===== src/rtl/dpc_pkg.sv =====
package dpc_pkg;

  typedef enum logic [1:0] {
    SEL_X1  = 2'b00,
    SEL_X4  = 2'b01,
    SEL_X16 = 2'b10,
    SEL_X64 = 2'b11
  } df_sel_t;

  // Last count value (DF - 1) for a strap value.
  function automatic logic [31:0] df_last(input logic [1:0] sel,
                                          input int lmin,
                                          input int lstep);
    int sh;
    sh = lmin + lstep * int'(sel);
    return (32'd1 << sh) - 32'd1;
  endfunction

endpackage


===== src/rtl/dpc_edge.sv =====
module dpc_edge (
  input  logic clk,
  input  logic rst_n,
  input  logic d,
  output logic rise
);
  logic q;

  always_ff @(posedge clk) begin
    if (!rst_n) q <= 1'b0;
    else        q <= d;
  end

  assign rise = d & ~q;
endmodule


===== src/rtl/dpc_phase.sv =====
module dpc_phase #(
  parameter int LOG2_DF_MIN  = 8,
  parameter int LOG2_DF_STEP = 2,
  localparam int CW = LOG2_DF_MIN + 3 * LOG2_DF_STEP
) (
  input  logic       clk,
  input  logic       rst_n,
  input  logic [1:0] df_sel,
  input  logic       sync_rise,
  input  logic       idle,
  input  logic       done_acc,
  output logic       boundary,
  output logic       filt_clr
);
  logic [CW-1:0] cnt_q, last_q, cnt_eff, last_eff, last_pin;
  logic [1:0]    sel_q;
  logic          pend_q, clr_q;
  logic          apply, aligned, realign;

  assign last_pin = CW'(dpc_pkg::df_last(df_sel, LOG2_DF_MIN, LOG2_DF_STEP));

  assign apply    = idle & (pend_q | sync_rise);
  assign aligned  = (cnt_q == '0) && (df_sel == sel_q);
  assign realign  = apply & ~aligned;
  assign cnt_eff  = realign ? '0 : cnt_q;
  assign last_eff = apply ? last_pin : last_q;
  assign boundary = (cnt_eff == last_eff);
  assign filt_clr = clr_q;

  always_ff @(posedge clk) begin
    if (!rst_n) begin
      cnt_q  <= '0;
      last_q <= last_pin;
      sel_q  <= df_sel;
      pend_q <= 1'b0;
      clr_q  <= 1'b0;
    end else begin
      pend_q <= (pend_q | sync_rise) & ~apply;
      clr_q  <= realign;
      if (apply) begin
        cnt_q  <= cnt_eff;
        sel_q  <= df_sel;
        last_q <= last_pin;
      end else if (done_acc) begin
        cnt_q <= (cnt_q == last_q) ? '0 : cnt_q + 1'b1;
      end
    end
  end

  AST_CNT_IN_RANGE: assert property (@(posedge clk) disable iff (!rst_n)
    cnt_q <= last_q);
  AST_CLR_AT_ZERO: assert property (@(posedge clk) disable iff (!rst_n)
    clr_q |-> (cnt_q == '0));
  AST_PEND_ONLY_WHEN_BUSY: assert property (@(posedge clk) disable iff (!rst_n)
    $rose(pend_q) |-> !$past(idle));
endmodule


===== src/rtl/dpc_seq.sv =====
module dpc_seq (
  input  logic clk,
  input  logic rst_n,
  input  logic mclk_rise,
  input  logic conv_done,
  input  logic boundary,
  output logic busy,
  output logic conv_start,
  output logic drl,
  output logic load,
  output logic idle,
  output logic done_acc
);
  logic busy_q, start_q, drl_q, load_q, bnd_q;
  logic start;

  assign start      = mclk_rise & ~busy_q;
  assign done_acc   = busy_q & conv_done;
  assign idle       = ~busy_q;
  assign busy       = busy_q;
  assign conv_start = start_q;
  assign drl        = drl_q;
  assign load       = load_q;

  always_ff @(posedge clk) begin
    if (!rst_n) begin
      busy_q  <= 1'b0;
      start_q <= 1'b0;
      drl_q   <= 1'b1;
      load_q  <= 1'b0;
      bnd_q   <= 1'b0;
    end else begin
      start_q <= start;
      load_q  <= done_acc & bnd_q;
      if (start) begin
        busy_q <= 1'b1;
        bnd_q  <= boundary;
        if (boundary) drl_q <= 1'b1;
      end else if (done_acc) begin
        busy_q <= 1'b0;
        if (bnd_q) drl_q <= 1'b0;
      end
    end
  end

  AST_BUSY_FROM_START: assert property (@(posedge clk) disable iff (!rst_n)
    $rose(busy_q) |-> start_q);
  AST_NO_START_WHILE_BUSY: assert property (@(posedge clk) disable iff (!rst_n)
    (busy_q && mclk_rise) |=> !start_q);
  AST_IDLE_DONE_IGNORED: assert property (@(posedge clk) disable iff (!rst_n)
    (!busy_q && conv_done && !mclk_rise) |=> (!busy_q && !load_q));
  AST_LOAD_WITH_FALLS: assert property (@(posedge clk) disable iff (!rst_n)
    load_q |-> ($fell(busy_q) && $fell(drl_q)));
  AST_DRL_RISE_AT_START: assert property (@(posedge clk) disable iff (!rst_n)
    $rose(drl_q) |-> $rose(busy_q));
endmodule


===== src/rtl/decim_phase_ctrl.sv =====
module decim_phase_ctrl #(
  parameter int LOG2_DF_MIN  = 8,
  parameter int LOG2_DF_STEP = 2
) (
  input  logic       clk,
  input  logic       rst_n,
  input  logic       mclk_in,
  input  logic       conv_done_in,
  input  logic [1:0] df_sel_in,
  input  logic       sync_in,
  output logic       conv_start_o,
  output logic       busy_o,
  output logic       drl_o,
  output logic       load_o,
  output logic       filt_clr_o
);
  logic mclk_rise, sync_rise, boundary, idle, done_acc;

  dpc_edge u_mclk_edge (.clk(clk), .rst_n(rst_n), .d(mclk_in), .rise(mclk_rise));
  dpc_edge u_sync_edge (.clk(clk), .rst_n(rst_n), .d(sync_in), .rise(sync_rise));

  dpc_phase #(.LOG2_DF_MIN(LOG2_DF_MIN), .LOG2_DF_STEP(LOG2_DF_STEP)) u_phase (
    .clk(clk), .rst_n(rst_n), .df_sel(df_sel_in), .sync_rise(sync_rise),
    .idle(idle), .done_acc(done_acc), .boundary(boundary), .filt_clr(filt_clr_o)
  );

  dpc_seq u_seq (
    .clk(clk), .rst_n(rst_n), .mclk_rise(mclk_rise), .conv_done(conv_done_in),
    .boundary(boundary), .busy(busy_o), .conv_start(conv_start_o), .drl(drl_o),
    .load(load_o), .idle(idle), .done_acc(done_acc)
  );

  AST_CLR_NOT_WITH_LOAD: assert property (@(posedge clk) disable iff (!rst_n)
    filt_clr_o |-> !load_o);
endmodule


===== config.mk =====
export PLATFORM = sky130hd
export DESIGN_NAME = decim_phase_ctrl
export DESIGN_NICKNAME = d
export VERILOG_FILES = /design/src/rtl/dpc_pkg.sv /design/src/rtl/dpc_edge.sv /design/src/rtl/dpc_phase.sv /design/src/rtl/dpc_seq.sv /design/src/rtl/decim_phase_ctrl.sv
export SDC_FILE = /design/constraint.sdc
export NUM_CORES = 1
export LEC_CHECK = 0
export ABC_CLOCK_PERIOD_IN_PS = 2400
export BUFFER_PORTS_ARGS = -buffer_cell sky130_fd_sc_hd__buf_4
export CORE_MARGIN = 2
export CORE_UTILIZATION = 41
export DETAILED_ROUTE_END_ITERATION = 10
export SLEW_MARGIN = 20
export SYNTH_ARGS = -nofsm -noshare
export SYNTH_HDL_FRONTEND = slang
export SYNTH_SLANG_ARGS = --single-unit

===== constraint.sdc =====
create_clock -name clk -period 2.4 [get_ports clk]
set_input_delay 0.48 -clock clk [delete_from_list [all_inputs] [get_ports clk]]
set_output_delay 0.48 -clock clk [all_outputs]
set_load 0.1 [all_outputs]

; ---- Word level (Yosys, flattened, before mapping)
; Cells that the tools add are included.
[op_classes]
addsub = 3
n_mux = 14
bitwise = 14
reduce_logical = 6
shift = 1
eq_ne = 5
[ops]
columns = op, count
row1 = 2-to-1 mux 14 bit, 6
row2 = << shifter 1 x 32 -> 14 bit (first input constant), 1
row3 = == test 14 bit, 2
row4 = adder 14 x 1 -> 14 bit (second input constant), 1
row5 = zero test 14 bit, 1
row6 = subtractor 14 x 1 -> 14 bit (second input constant), 1
row7 = AND 1 bit, 8
row8 = 2-to-1 mux 1 bit, 6
row9 = nonzero test 2 bit, 3
row10 = adder 4 x 3 -> 5 bit (first input constant), 1
row11 = NOT 1 bit, 5
row12 = 2-to-1 mux 2 bit, 2
row13 = != test 2 x 1 -> 1 bit (second input constant), 2
row14 = AND reduction 3 bit, 1
row15 = == test 2 bit, 1
row16 = logical AND 1 bit, 1
row17 = OR 1 bit, 1
[word_totals]
register_bits = 39
output_inout_bits = 5
inputBits = 7

; ---- Depth between registers and ports, before layout
; Gate-level depths: netlist (run 1).
[depth]
word_depth = 9
ltp_mapped = 8
mapped_depth_nobuf = 7

; ---- Modules after synthesis
; Synthesis (run 1) repeated with hierarchy kept, for this count alone.
[hier_totals]
cells_unflattened = 220
hier_area_um2 = 2028.2
[by_module_without_submodules]
columns = mod, cells_each, area_per_inst_um2, seq_area_each_um2, instances
row1 = dpc_phase, 196, 1779.2, 660.6, 1
row2 = dpc_seq, 18, 168.9, 100.1, 1
row3 = dpc_edge, 3, 40.0, 20.0, 2

; ---- Least setup slack after synthesis (run 1)
; Ideal clock, no wire load.
[synth_timing]
path_type = reg-to-reg
start = reg u_seq.busy_q, in the netlist u_seq.busy
end = reg u_phase.cnt_q[7]
path_stages_with_launch = 7
arrival_ps = 2118
t_required_ps = 2268
path_slack_ps = 149
synth_period_minus_slack_ps = 2251
path_buffers = 1
cell_sequence = dfxtp_1 > nand2_1 > and3_1 > a22o_4 > buf_6 > a22oi_1 > a21oi_1
[synth_via]
elab_chain_cells = 5
elab_cells_between_ends = 7
cone_classes = mux: 2 / bitwise: 4 / reduce/logical: 1
[synth_rtl]
columns = element, line_no
row1 = start: declaration, dpc_seq.sv:14  ; logic busy_q, start_q, drl_q, load_q, bnd_q;
row2 = start signal: assignment, dpc_seq.sv:27  ; busy_q <= 1'b0;
row3 = start signal: assignment, dpc_seq.sv:36  ; busy_q <= 1'b1;
row4 = start signal: assignment, dpc_seq.sv:40  ; busy_q <= 1'b0;
row5 = NOT 1 bit, dpc_seq.sv:19  ; assign idle = ~busy_q;
row6 = AND 1 bit, dpc_phase.sv:22  ; assign apply = idle & (pend_q | sync_rise);
row7 = AND 1 bit, dpc_phase.sv:24  ; assign realign = apply & ~aligned;
row8 = 2-to-1 mux 14 bit, dpc_phase.sv:25  ; assign cnt_eff = realign ? '0 : cnt_q;
row9 = 2-to-1 mux 14 bit, dpc_phase.sv:40  ; if (apply) begin
row10 = end signal: assignment, dpc_phase.sv:41  ; cnt_q <= cnt_eff;
row11 = end signal: assignment, dpc_phase.sv:45  ; cnt_q <= (cnt_q == last_q) ? '0 : cnt_q + 1'b1;
row12 = end: declaration, dpc_phase.sv:15  ; logic [CW-1:0] cnt_q, last_q, cnt_eff, last_eff, last_pin;
; Several ways; a longest one is shown, not always the timed one.
; A chain may end at the register's enable or synchronous reset.

; ---- Final worst setup path (run 1)
[layout_timing]
start = reg u_phase.cnt_q[0]
end = reg u_phase.cnt_q[10]
[layout_via]
elab_chain_cells = 6
elab_cells_between_ends = 10
cone_classes = add/sub: 1 / eq/ne: 1 / mux: 4 / bitwise: 2 / reduce/logical: 2
[layout_rtl]
columns = element, line_no
row1 = branches (longest 5 deep; another with adder 14 x 1 -> 14 bit), -
row2 = 2-to-1 mux 14 bit (*), dpc_phase.sv:40
; Every way passes the cells marked *. The select of a mux whose other input is x is not followed.

==> results of run 1 <==
cell families (layout without fill, tap and decap cells):
logic type / count (synthesis) / after routing
buffers and inverters: 21 / 29
muxes: 1 / 1
xor gates and xnor gates: 16 / 16
and+or+nand+nor: 98 / 98
adders and majority gates: 3 / 3
DFF: 39 / 39
AOI/OAI and AO/OA: 35 / 35
synth_stat cells (3+ instances only):
cell,count
clkbuf_1,5
and2_1,4
a22oi_1,3
nand3_1,14
nor3_1,3
inv_1,5
a21oi_1,9
nand2b_1,4
xor2_1,16
a31oi_1,7
nor4_1,6
and3_1,11
buf_2,5
nand2_1,16
ha_1,3
buf_6,3
or3_1,8
nor2_1,12
dfxtp_1,37
nand4_1,8
worst paths after layout:
check	start	slack (ps)	cells after the start	end
max	u_phase.cnt_q[0]	510	7	u_phase.cnt_q[10]
min	mclk_in	400	2	u_mclk_edge.q
max reg2reg	u_phase.cnt_q[0]	510	7	u_phase.cnt_q[10]
min reg2reg	u_seq.bnd_q	460	2	u_seq.load
area by class of cell:
type,count,area share [%]
inverters,5,0.8907
flip-flops and latches,39,38.00
multi-input cells,153,48.34
repair buffers,16,5.701
clock buffers,5,3.266
well taps,52,3.088
clock inverters,3,0.7126
where the power goes:
| group | switching (mW) | internal (mW) |
|---|---|---|
| clock network | 0.232 | 0.199 |
| registers | 0.0150 | 0.673 |
| logic | 0.0981 | 0.0537 |
| total | 0.345 | 0.925 |
layer usage:
layer / part of all wire (%) / up-vias / GRT usage, % / routed length (um)
li1: - / 791 / - / -
met1: 53 / 706 / 25.04 / 2212
met2: 42 / 24 / 25.66 / 1774
met3: 3.9 / 5 / 4.144 / 165
met4: 1.1 / 0 / 5.967 / 46
met5: 0 / - / 0 / 0
==> results.cfg, run 1 <==
[cts]
numCtsBuffers = 5
cts_resized = 0
clkTransAtPathRegs_ps = 80
clkLatencyLatePin_ps = 290
htreeDepth = 2
postCtsHoldBufs = 0
clk_path_buf_depth = 2
postCtsSetupRepairBufs = 0
cts_sinks = 39
cts_root_buf = clkbuf_8
cts_tree = done

[placement]
post-place-ws_ps = 511.0
io_buffers = 11
gp_congestion = 0.8347
dp_cells = 265
place_area_sq_mm = 0.002023
dpl.hpwl_mm = 2.933

[timing]
hold-worst-slack_ps = 398.2
maxSlewViolCount = 0
fin_skew_ps = 7.841
worstMarginPinSlew_ps = 773.8
setup_viol = 0
fin_tns_setup_ps = 0
fin_crit_ps = 1892
hold_violations = 0
max_slew_margin_pct = 48.36
fmax_ghz = 0.5285
setup_slack_ps = 507.8
grt_setup_unrepaired = no
fin_crit_sh_pct = 78.84

[route]
drt_iter0_drc = 129
wl_per_cell_um = 15.38
wl_mm = 4.198
antenna_left = 0
dr.pass1.iters = 4
via_per_inst = 5.590
via_count = 1526
drc_errors = 0

[yosys]
synth_simple_gate_area_share_pct = 29.88
synth_xor_area_share_pct = 7.259
syn-num-nets = 223
ys_ff_latch = 39
synth_top_family_by_area = simple AND/OR/NAND/NOR gates
yosysUniqueCellTypes = 47
synth_warnings = 0
async_reset_ff_share_pct = 0
netlist_area_sq_mm = 0.001931
yosys.area.top_type = dfxtp_1
synth_edf_count = 2
seq_area_frac_synth_pct = 41.48
avgSynthCellArea_sq_um = 9.064
synthAdderAreaFrac_pct = 1.944
yosys-top-cells-area = dfxtp_1 38%, xor2_1 7.3%, nand3_1 3.6%, and3_1 3.6%, edfxtp_1 3.1%
synth_compound_area_share_pct = 13.09
yosysTopAreaCellShare_pct = 38.37
ys.flop_type = dfxtp_1
synth_cells = 213
synth_mux_area_share_pct = 0.5833

[finish]
areaGrowthSynthToFinish_pct = 9.138
final_area_sq_mm = 0.002107
register_area_sq_um = 800.8
layout.cells.non_filler = 273
mostFrequentLayoutCell = dfxtp_1
multiInputGateArea_sq_mm = 0.001018
fillers = 440
final_cell_mix = 37 x dfxtp_1, 16 x nand2_1, 16 x xor2_1, 16 x buf_4, 14 x nand3_1
post_route_cells_drive_above_1_share_pct = 16.29
fin_util_pct = 47.41
fin_nets = 230
reg.largest.list = u_phase.cnt_q (14), u_phase.last_q (14), u_phase.sel_q (2)
antenna_cells = 0

[setup_path]
cp_max_fo = 10
endpoint_kind = register
critical_path_buf_inv_count = 1
cpMaxStageDelayCell = or3b_4
cpPeakStageDelay_ps = 390
cp_cell_sequence = inv_1, ha_1, or3b_4, nor4_4, a22o_4, a31oi_2, a211oi_2
cp_data_arrival_time_ps = 2100
cp_top_family = simple AND/OR/NAND/NOR gates
setup.worst_path.class = register to register
worst-endpoint-required_ps = 2610
critPathLaunchType = register

[global_routing]
grtUsageTotal_pct = 17.45
antenna_found_initial = 0
grt-ovfl-total = 0
grt_max_degree = 26
grt_pass1_vias = 1418
grt_first_pass_wirelength_mm = 7.093

[floorplanning]
die_h_um = 72.62
core-area_sq_mm = 0.004444
die_w_um = 72.62
initial_core_util_pct = 43.44
ios = 12
fp.dieArea_sq_mm = 0.005274
num_rows = 24

[pwr]
worst_ir_drop_vdd_v = 0.0004074
power_mw = 1.271
power.density_mw_per_mm2 = 603.0
p_leak_nw = 0.7977

[run]
max_cap_viol_count = 0

[outcome]
status = finished clean

[min_path]
hold_class = input port to register
No activity file was read; power rests on OpenSTA's default activity.
==> run 2, diff against run 1 <==
- ABC_CLOCK_PERIOD_IN_PS: 2400 -> 1900
- clock period: 2.4 -> 1.9 ns (I/O delays scaled with it)
==> results.cfg, run 2 (same netlist as run 1, synthesis figures left out) <==
[timing]
grt_setup_unrepaired = yes
fmax_ghz = 0.5406
fin_skew_ps = 11.18
worstMarginPinSlew_ps = 600.7
setup_viol = 0
maxSlewViolCount = 0
fin_crit_sh_pct = 97.36
max_slew_margin_pct = 59.87
hold_violations = 0
setup_slack_ps = 50.23
fin_crit_ps = 1850

[floorplanning]
die_w_um = 72.62
fp.dieArea_sq_mm = 0.005274
initial_core_util_pct = 43.44
ios = 12
core-area_sq_mm = 0.004444
num_rows = 24
die_h_um = 72.62

[finish]
antenna_cells = 0
areaGrowthSynthToFinish_pct = 20.16
reg.largest.list = u_phase.cnt_q (14), u_phase.last_q (14), u_phase.sel_q (2)
final_area_sq_mm = 0.002320
register_area_sq_um = 807.0
multiInputGateArea_sq_mm = 0.001046
post_route_cells_drive_above_1_share_pct = 25.83
fillers = 436
final_cell_mix = 34 x dfxtp_1, 33 x buf_4, 16 x nand2_1, 16 x xor2_1, 14 x nand3_1
fin_nets = 249
fin_util_pct = 52.20
mostFrequentLayoutCell = dfxtp_1

[setup_path]
endpoint_kind = register
cp_data_arrival_time_ps = 2080
cp_cell_sequence = inv_4, ha_4, or3b_4, nor4_4, a22o_2, a22oi_2, a21oi_1
critical_path_buf_inv_count = 1
cp_top_family = simple AND/OR/NAND/NOR gates
cpPeakStageDelay_ps = 380
r2r-start = u_phase.cnt_q[1]
worst-endpoint-required_ps = 2130
reg2reg_slack_ps = 50
setup.worst_path.class = register to register
cp_max_fo = 5
timing.rr.end = u_phase.cnt_q[2]
critPathLaunchType = register
cpMaxStageDelayCell = or3b_4
rr_worst_depth = 7

[cts]
cts_sinks = 39
postCtsHoldBufs = 0
cts_root_buf = clkbuf_8
numCtsBuffers = 5
htreeDepth = 2
clkTransAtPathRegs_ps = 80
cts_tree = done
clk_path_buf_depth = 2
clkLatencyLatePin_ps = 290

[route]
wl_mm = 4.634
wl_per_cell_um = 15.87
via_per_inst = 5.658
drc_errors = 0
antenna_left = 0
dr.pass1.iters = 4
via_count = 1652
drt_iter0_drc = 153

[pwr]
p_leak_nw = 0.9155
worst_ir_drop_vdd_v = 0.0004359
p_int_mw = 1.328
power_switching_uw = 452.8
pwr-share-clk_pct = 38.7
pwr-share-comb_pct = 12.6
power.density_mw_per_mm2 = 767.7
power_frac_seq_pct = 48.6
power_mw = 1.781
sw_frac_of_total_pct = 25.43

[global_routing]
grtUsageTotal_pct = 18.46
grt_pass1_vias = 1458
use_met1_pct = 26.59
antenna_found_initial = 0
grt_first_pass_wirelength_mm = 7.396
busiest_layer = met2
grt_max_degree = 18
grt-ovfl-total = 0
use_met2_pct = 27.58
globalRouteMet3Util_pct = 3.729

[outcome]
status = finished clean

[min_path]
hold_class = input port to register
min_path_cells = 2
hold_path_startpoint = sync_in
holdPathEnd = u_sync_edge.q

[placement]
dpl.hpwl_mm = 3.298
gp_congestion = 0.9009
place_area_sq_mm = 0.002150
io_buffers = 11
post-place-ws_ps = 73.58

[run]
max_cap_viol_count = 0
==> run 2: worst max-delay path by stage <==
| stage | start | endpoint | slack, ps | cells past startpoint |
|---|---|---|---|---|
| global route | u_phase.cnt_q[0] | u_phase.cnt_q[6] | -30 | 8 |
| floorplan | u_seq.busy | u_phase.cnt_q[7] | 60 | 6 |
| detailed placement | u_phase.cnt_q[1] | u_phase.cnt_q[10] | 70 | 7 |
| CTS | u_phase.cnt_q[1] | u_phase.cnt_q[10] | 50 | 7 |
| global placement | u_phase.cnt_q[1] | u_phase.cnt_q[10] | 150 | 7 |
| finish | u_phase.cnt_q[1] | u_phase.cnt_q[2] | 50 | 7 |
==> run 2: stage by stage <==
stage,TNS [ps],hold WS [ps],cells
after detailed placement,0,440.4,280
after floorplan,0,427.9,213
final,0,292.8,292
after global placement,0,448.1,280
after global routing,-29.97,298.9,292
after CTS,0,289.3,288
==> run 2: repair_timing <==
item,in CTS,in global routing
setup buffers,0,3
resized for setup,0,9
setup endpoints to repair,0,7
==> run 2: layout make-up <==
type,instances,share of cell area (%)
Clock buffer,5,2.967
Clock inverter,3,1.888
Tap cell,52,2.805
Multi-Input combinational cell,154,45.09
Inverter,5,0.9169
Timing Repair Buffer,34,11.54
Sequential cell,39,34.79
==> run 2: routing by layer <==
layer	vias to the layer above	part of all wire, %
li1	834	-
met2	33	47
met5	-	0
met3	6	2.7
met4	0	1.1
met1	779	49
==> run 2: power by group through the flow <==
stage | Sequential (mW) | Clock (mW) | Combinational (mW)
after detailed placement | 0.887 | 0 | 0.210
after global placement | 0.886 | 0 | 0.208
after CTS | 0.867 | 0.707 | 0.210
final | 0.866 | 0.689 | 0.225
after global routing | 0.869 | 0.736 | 0.242
after floorplan | 0.914 | 0 | 0.113
